$ cat src/rtl/spi_byte_pkg.sv
package spi_byte_pkg;
  localparam int DATA_W = 8;
  localparam int DIV_W  = 8;
  localparam int ADDR_W = 3;

  localparam logic [ADDR_W-1:0] OFS_MODE = 3'd0;
  localparam logic [ADDR_W-1:0] OFS_RXD  = 3'd1;
  localparam logic [ADDR_W-1:0] OFS_TXD  = 3'd2;
  localparam logic [ADDR_W-1:0] OFS_CMD  = 3'd3;
  localparam logic [ADDR_W-1:0] OFS_STAT = 3'd4;
  localparam logic [ADDR_W-1:0] OFS_DIV  = 3'd6;

  // Field order follows the bit positions of the mode register (bit 4 down to bit 0)
  typedef struct packed {
    logic edgeLead;
    logic enable;
    logic lsbFirst;
    logic cpol;
    logic loopBack;
  } modeCfg_t;

  typedef struct packed {
    logic active;
    logic load;
    logic shiftTx;
    logic sample;
    logic done;
  } xferStrobe_t;
endpackage

$ cat src/rtl/spi_byte_ctrl.sv
module spi_byte_ctrl
  import spi_byte_pkg::*;
#(
  parameter int BITS    = DATA_W,
  parameter int DIV_BITS = DIV_W
) (
  input  logic                clk,
  input  logic                rstN,
  input  logic                startWr,
  input  modeCfg_t            cfg,
  input  logic [DIV_BITS-1:0] divisor,
  output xferStrobe_t         strobe,
  output logic                busy,
  output logic                sclk
);
  localparam int HALVES = 2 * BITS;
  localparam int HC_W   = $clog2(HALVES);
  localparam int CNT_W  = DIV_BITS + 1;

  logic             active;
  logic             tail;
  logic [HC_W-1:0]  halfCnt;
  logic [CNT_W-1:0] divCnt;
  logic [CNT_W-1:0] reload;
  logic             tick;
  logic             halfLast;
  logic             accept;
  logic             oddHalf;

  assign reload   = {divisor, 1'b1};
  assign halfLast = (halfCnt == HC_W'(HALVES - 1));
  assign tick     = active && (divCnt == '0);
  assign busy     = active || tail;
  assign accept   = startWr && cfg.enable && !busy;
  assign oddHalf  = halfCnt[0];

  always_ff @(posedge clk or negedge rstN) begin
    if (!rstN) begin
      active  <= 1'b0;
      tail    <= 1'b0;
      halfCnt <= '0;
      divCnt  <= '0;
    end else begin
      tail <= 1'b0;
      if (accept) begin
        active  <= 1'b1;
        halfCnt <= '0;
        divCnt  <= reload;
      end else if (active) begin
        if (divCnt == '0) begin
          divCnt <= reload;
          if (halfLast) begin
            active  <= 1'b0;
            tail    <= 1'b1;
            halfCnt <= '0;
          end else begin
            halfCnt <= halfCnt + 1'b1;
          end
        end else begin
          divCnt <= divCnt - 1'b1;
        end
      end
    end
  end

  always_comb begin
    strobe.active = active;
    strobe.load   = accept;
    strobe.done   = tick && halfLast;
    if (cfg.edgeLead) begin
      strobe.sample  = tick && !oddHalf;
      strobe.shiftTx = tick && oddHalf && !halfLast;
    end else begin
      strobe.sample  = tick && oddHalf;
      strobe.shiftTx = tick && !oddHalf && (halfCnt != '0);
    end
  end

  assign sclk = active ? (cfg.cpol ^ oddHalf) : cfg.cpol;

  AST_TAIL_SINGLE: assert property (@(posedge clk) disable iff (!rstN)
    tail |=> !tail);
  AST_DONE_TO_TAIL: assert property (@(posedge clk) disable iff (!rstN)
    strobe.done |=> (tail && !active));
  AST_TAIL_NO_RESTART: assert property (@(posedge clk) disable iff (!rstN)
    tail |=> !active);
  AST_DISABLED_NO_START: assert property (@(posedge clk) disable iff (!rstN)
    (!busy && !cfg.enable) |=> !active);
  AST_DIV_BOUND: assert property (@(posedge clk) disable iff (!rstN)
    (active && $stable(divisor)) |-> (divCnt <= reload));
endmodule

$ cat src/rtl/spi_byte_dp.sv
module spi_byte_dp
  import spi_byte_pkg::*;
#(
  parameter int BITS     = DATA_W,
  parameter int DIV_BITS = DIV_W
) (
  input  logic                clk,
  input  logic                rstN,
  input  logic [ADDR_W-1:0]   addr,
  input  logic                wrEn,
  input  logic                rdEn,
  input  logic [BITS-1:0]     wrData,
  output logic [BITS-1:0]     rdData,
  input  xferStrobe_t         strobe,
  input  logic                busy,
  output modeCfg_t            cfg,
  output logic [DIV_BITS-1:0] divisor,
  output logic                startWr,
  output logic                irq,
  output logic                mosi,
  input  logic                miso
);
  localparam int MODE_W = $bits(modeCfg_t);

  logic [BITS-1:0] txReg;
  logic [BITS-1:0] rxReg;
  logic [BITS-1:0] txSh;
  logic [BITS-1:0] rxSh;
  logic [BITS-1:0] rxShifted;
  logic [BITS-1:0] rxFinal;
  logic            ready;
  logic            txBit;
  logic            inBit;
  logic            rxRead;

  assign startWr = wrEn && (addr == OFS_CMD) && wrData[0];
  assign rxRead  = rdEn && (addr == OFS_RXD);
  assign txBit   = cfg.lsbFirst ? txSh[0] : txSh[BITS-1];
  assign mosi    = strobe.active && txBit;
  assign inBit   = cfg.loopBack ? mosi : miso;
  assign irq     = ready;

  always_comb begin
    if (cfg.lsbFirst) rxShifted = {inBit, rxSh[BITS-1:1]};
    else              rxShifted = {rxSh[BITS-2:0], inBit};
    rxFinal = strobe.sample ? rxShifted : rxSh;
  end

  always_ff @(posedge clk or negedge rstN) begin
    if (!rstN) begin
      cfg     <= '0;
      txReg   <= '0;
      divisor <= '0;
    end else if (wrEn) begin
      case (addr)
        OFS_MODE: cfg     <= modeCfg_t'(wrData[MODE_W-1:0]);
        OFS_TXD:  txReg   <= wrData;
        OFS_DIV:  divisor <= wrData[DIV_BITS-1:0];
        default: ;
      endcase
    end
  end

  always_ff @(posedge clk or negedge rstN) begin
    if (!rstN) begin
      txSh <= '0;
      rxSh <= '0;
    end else if (strobe.load) begin
      txSh <= txReg;
      rxSh <= '0;
    end else begin
      if (strobe.shiftTx) txSh <= cfg.lsbFirst ? (txSh >> 1) : (txSh << 1);
      if (strobe.sample)  rxSh <= rxShifted;
    end
  end

  always_ff @(posedge clk or negedge rstN) begin
    if (!rstN) begin
      rxReg <= '0;
      ready <= 1'b0;
    end else if (strobe.done) begin
      rxReg <= rxFinal;
      ready <= 1'b1;
    end else if (rxRead) begin
      ready <= 1'b0;
    end
  end

  always_ff @(posedge clk or negedge rstN) begin
    if (!rstN) begin
      rdData <= '0;
    end else if (rdEn) begin
      case (addr)
        OFS_MODE: rdData <= BITS'(cfg);
        OFS_RXD:  rdData <= rxReg;
        OFS_TXD:  rdData <= txReg;
        OFS_STAT: rdData <= BITS'({busy, ready});
        OFS_DIV:  rdData <= BITS'(divisor);
        default:  rdData <= '0;
      endcase
    end
  end

  AST_READY_FROM_DONE: assert property (@(posedge clk) disable iff (!rstN)
    !ready ##1 ready |-> $past(strobe.done));
  AST_READ_CLEARS: assert property (@(posedge clk) disable iff (!rstN)
    (rxRead && !strobe.done) |=> !ready);
  AST_TX_HELD: assert property (@(posedge clk) disable iff (!rstN)
    (busy && !strobe.load && !strobe.shiftTx) |=> $stable(txSh));
  AST_IDLE_LOW: assert property (@(posedge clk) disable iff (!rstN)
    !strobe.active |-> !mosi);
endmodule

$ cat src/rtl/spi_byte_master.sv
module spi_byte_master
  import spi_byte_pkg::*;
(
  input  logic              clk,
  input  logic              rstN,
  input  logic [ADDR_W-1:0] addr,
  input  logic              wrEn,
  input  logic              rdEn,
  input  logic [DATA_W-1:0] wrData,
  output logic [DATA_W-1:0] rdData,
  output logic              irq,
  output logic              sclk,
  output logic              mosi,
  input  logic              miso
);
  xferStrobe_t       strobe;
  modeCfg_t          cfg;
  logic [DIV_W-1:0]  divisor;
  logic              startWr;
  logic              busy;

  spi_byte_ctrl #(.BITS(DATA_W), .DIV_BITS(DIV_W)) u_ctrl (
    .clk(clk), .rstN(rstN), .startWr(startWr), .cfg(cfg), .divisor(divisor),
    .strobe(strobe), .busy(busy), .sclk(sclk)
  );

  spi_byte_dp #(.BITS(DATA_W), .DIV_BITS(DIV_W)) u_dp (
    .clk(clk), .rstN(rstN), .addr(addr), .wrEn(wrEn), .rdEn(rdEn),
    .wrData(wrData), .rdData(rdData), .strobe(strobe), .busy(busy),
    .cfg(cfg), .divisor(divisor), .startWr(startWr), .irq(irq),
    .mosi(mosi), .miso(miso)
  );
endmodule

$ cat config.mk
export PLATFORM = sky130hd
export DESIGN_NAME = spi_byte_master
export DESIGN_NICKNAME = d
export VERILOG_FILES = /design/src/rtl/spi_byte_pkg.sv /design/src/rtl/spi_byte_ctrl.sv /design/src/rtl/spi_byte_dp.sv /design/src/rtl/spi_byte_master.sv
export SDC_FILE = /design/constraint.sdc
export NUM_CORES = 1
export LEC_CHECK = 0
export ABC_AREA = 1
export BUFFER_PORTS_ARGS = -buffer_cell sky130_fd_sc_hd__buf_2
export CAP_MARGIN = 20
export CORE_ASPECT_RATIO = 1.2
export CORE_MARGIN = 2
export CORE_UTILIZATION = 64
export DETAILED_ROUTE_END_ITERATION = 8
export MAX_ROUTING_LAYER = met4
export PLACE_DENSITY = 0.94
export SETUP_SLACK_MARGIN = 0.15
export SLEW_MARGIN = 20
export SYNTH_ARGS = -nofsm -noshare
export SYNTH_HDL_FRONTEND = slang
export SYNTH_SLANG_ARGS = --single-unit
$ cat constraint.sdc
create_clock -name clk -period 2.45 [get_ports clk]
set_input_delay 0.735 -clock clk [delete_from_list [all_inputs] [get_ports clk]]
set_output_delay 0.735 -clock clk [all_outputs]
set_load 0.1 [all_outputs]
==> qor.yml <==
worst_pin_slew_ps: 643
postSynthCellCount: 457
yosys.cell_types.count: 33
cts_root_buffer: "clkbuf_8"
fin_crit_ps: 2250
drtIter0Drc: 429
relSlewSlack_pct: 57.0
vias_per_cell: 5.97
max_freq_mhz: 445
p_leak_nw: 2.07
ys_seq_area_share_pct: 48.8
wire_per_inst_microns: 16.0
antenna_found_initial: 0
drc: 0
gp_congestion: 0.960
grtUsageTotal_pct: 32.4
crit_chain: "nand2_1 > xor2_1 > inv_1 > buf_4"
drt.antenna.violating_nets: 0
seq_area_sq_um: 1730
multi_input_area_sq_um: 1570
switching_share_pct: 33.6
worstPathRequired_ps: 1710
port_buffers: 26
powerDensity_nw_per_um2: 786
grt_pass1_wl_microns: 14700
num_vias: 3315
start_util_pct: 66.7
n_antenna_cell: 0
setup_viol: 0
syn_nets: 476
r2r_start: "u_ctrl.active$_DFF_PN0_"
yosys_warnings: 0
rows: 29
post_cts_resized: 1
io_pins: 27
hold_violations: 0
drive_gt1_share_pct: 14.2
cts-hold-fix-buffers: 0
slowest_stage: "dfrtp_1"
clock_skew_ps: 16.6
clk_path_buf_depth: 2
clkPwrFrac_pct: 34.0
final.period_utilization_pct: 91.8
slew_viol_final: 0
setup_tns_ps: 0
switchingPower_mw: 1.05
cts_sinks: 69
netlist_area_sq_um: 3530
critPathLaunch: "u_ctrl.active$_DFF_PN0_"
vdd_ir_drop_max_mv: 0.655
area_delta_synth_final_pct: 12.3
grt_pass1_vias: 3126
ys_ff_latch: 69
path_class: "reg2out"
fin_nets: 507
cp-end-kind: "output port"
p_comb_share_pct: 20.9
run_status: "finished clean"
dp_hpwl_microns: 6140
pwr-share-seq_pct: 45.1
dr.pass1.iters: 8
post_cts_buffers: 0
fillers: 362
dp_slack_ps: 289
insertion_delay_ps: 360
arrival_ps: 1510
grt_setup_unrepaired: "no"
crit_fanout: 7
cts_made_buffers: 9
p_int_mw: 2.07
fp.dieArea_sq_um: 6140
clkTransAtPathRegs_ps: 80
cp_slowest_stage_delay_ps: 520
dieWidth_microns: 71.8
crit_path_start_kind: "flop"
fin_ws_ps: 201
hold_path.class: "in2async"
routed_wl_microns: 8900
grt-ovfl-total: 0
cap_viol_max_count: 0
core_area_sq_um: 5300
cts_tree: "done"
die_h_microns: 85.4
syn_avg_cell_area_sq_um: 7.73
grt_max_degree: 70
htree_num_levels: 3
## worst max-delay path, delay by kind of cell, from the launching register on
| family | cells | cell delay [ps] |
|---|---|---|
| DFF | 1 | 520 |
| xor gates and xnor gates | 1 | 170 |
| and+or+nand+nor | 1 | 140 |
| buffers and inverters | 2 | 320 |
## per-layer routing
layer	vias up	global-route usage, %	wire length, microns	share of wire, %
li1	1542	-	-	-
met2	195	51.2	4420	50
met5	-	-	0	0
met4	0	12.0	295	3.3
met1	1540	40.6	3440	39
met3	38	7.96	752	8.4
## state kept, by name, indices dropped and copies added (netlist names)
signal	count
u_dp.txReg	8
u_ctrl.active	1
u_dp.rdData	8
u_dp.rxSh	8
u_dp.divisor	8
u_ctrl.tail	1
u_dp.rxReg	8
u_ctrl.divCnt	9
u_dp.txSh	8
u_ctrl.halfCnt	4
u_dp.cfg	5
u_dp.irq	1
## power by group through the flow
stage	clock, mW	combinational [mW]	sequential (mW)
2_1_floorplan	0	0.369	1.48
3_3_place_gp	0	0.620	1.41
3_5_place_dp	0	0.642	1.41
4_1_cts	1.06	0.650	1.40
5_1_grt	1.11	0.721	1.42
6_report	1.06	0.652	1.41
## path summary, 6_finish.rpt
path	end	slack (ps)	cells after the start
setup / recovery	sclk	200	4
hold / removal	u_dp.txSh[6]$_DFFE_PN0P_	390	2
setup reg to reg	u_ctrl.divCnt[3]$_DFFE_PN0P_	370	10
hold reg to reg	u_dp.rxReg[3]$_DFFE_PN0P_	490	2
max in group asynchronous	u_dp.rxSh[5]$_DFF_PN0_	1760	2
min in group clk	u_dp.rxReg[3]$_DFFE_PN0P_	490	2
## metrics by stage
step	hold WS (ps)	power, mW	std cells	cell area [sq um]	utilization, %
5_1_grt	414	3.25	555	3970	74.9
3_3_place_gp	464	2.03	539	3740	70.6
3_5_place_dp	464	2.06	539	3740	70.6
6_report	385	3.12	555	3970	74.9
2_1_floorplan	439	1.85	457	3530	-
4_1_cts	401	3.11	555	3970	74.9
## layout make-up
cell class | count | area share [%]
multi-input cells | 332 | 39.6
repair buffers | 31 | 4.98
clock inverters | 5 | 2.11
clock buffers | 11 | 3.56
inverters | 45 | 4.29
well taps | 62 | 1.95
flip-flops and latches | 69 | 43.5
## cell usage in the layout, fill, tap and decap left out, types with 4 or more instances in the layout
| master | Yosys | routed |
|---|---|---|
| nand2_1 | 166 | 166 |
| dfrtp_1 | 69 | 69 |
| o21ai_0 | 40 | 40 |
| inv_1 | 39 | 39 |
| nand3_1 | 24 | 24 |
| nor2_1 | 24 | 24 |
| buf_2 | 1 | 24 |
| a21oi_1 | 15 | 15 |
| o21ai_1 | 12 | 12 |
| clkbuf_8 | 0 | 10 |
| nand2_4 | 5 | 5 |
| inv_2 | 5 | 5 |
| a31oi_1 | 5 | 5 |
| nor3_1 | 5 | 5 |
| buf_4 | 2 | 5 |
| nand2_2 | 4 | 4 |
| xor2_1 | 4 | 4 |
## cells in the mapped netlist, drive strengths merged
master / instances / area (sq um)
o21ai: 54 / 278
xor2: 4 / 35.0
ha: 3 / 37.5
nor3: 5 / 25.0
a31oi: 5 / 31.3
a221oi: 2 / 17.5
clkbuf: 4 / 15.0
nand2: 175 / 704
a21oi: 15 / 75.1
dfrtp: 69 / 1730
nand4: 3 / 18.8
o211ai: 3 / 22.5
clkinv: 1 / 5.00
inv: 44 / 165
xnor2: 2 / 17.5
nor2: 28 / 120
o22ai: 2 / 12.5
or2: 1 / 6.26
o31ai: 3 / 22.5
a22o: 1 / 8.76
buf: 7 / 50.0
nand3: 26 / 140
## cells by family after synthesis
family	after synthesis	synth area share, %
DFF	69	48.8
buffers and inverters	56	6.65
and+or+nand+nor	238	28.7
adders and majority gates	3	1.06
xor gates and xnor gates	6	1.49
AOI/OAI and AO/OA	85	13.2
Note: power is estimated with default switching activity, not from simulation.
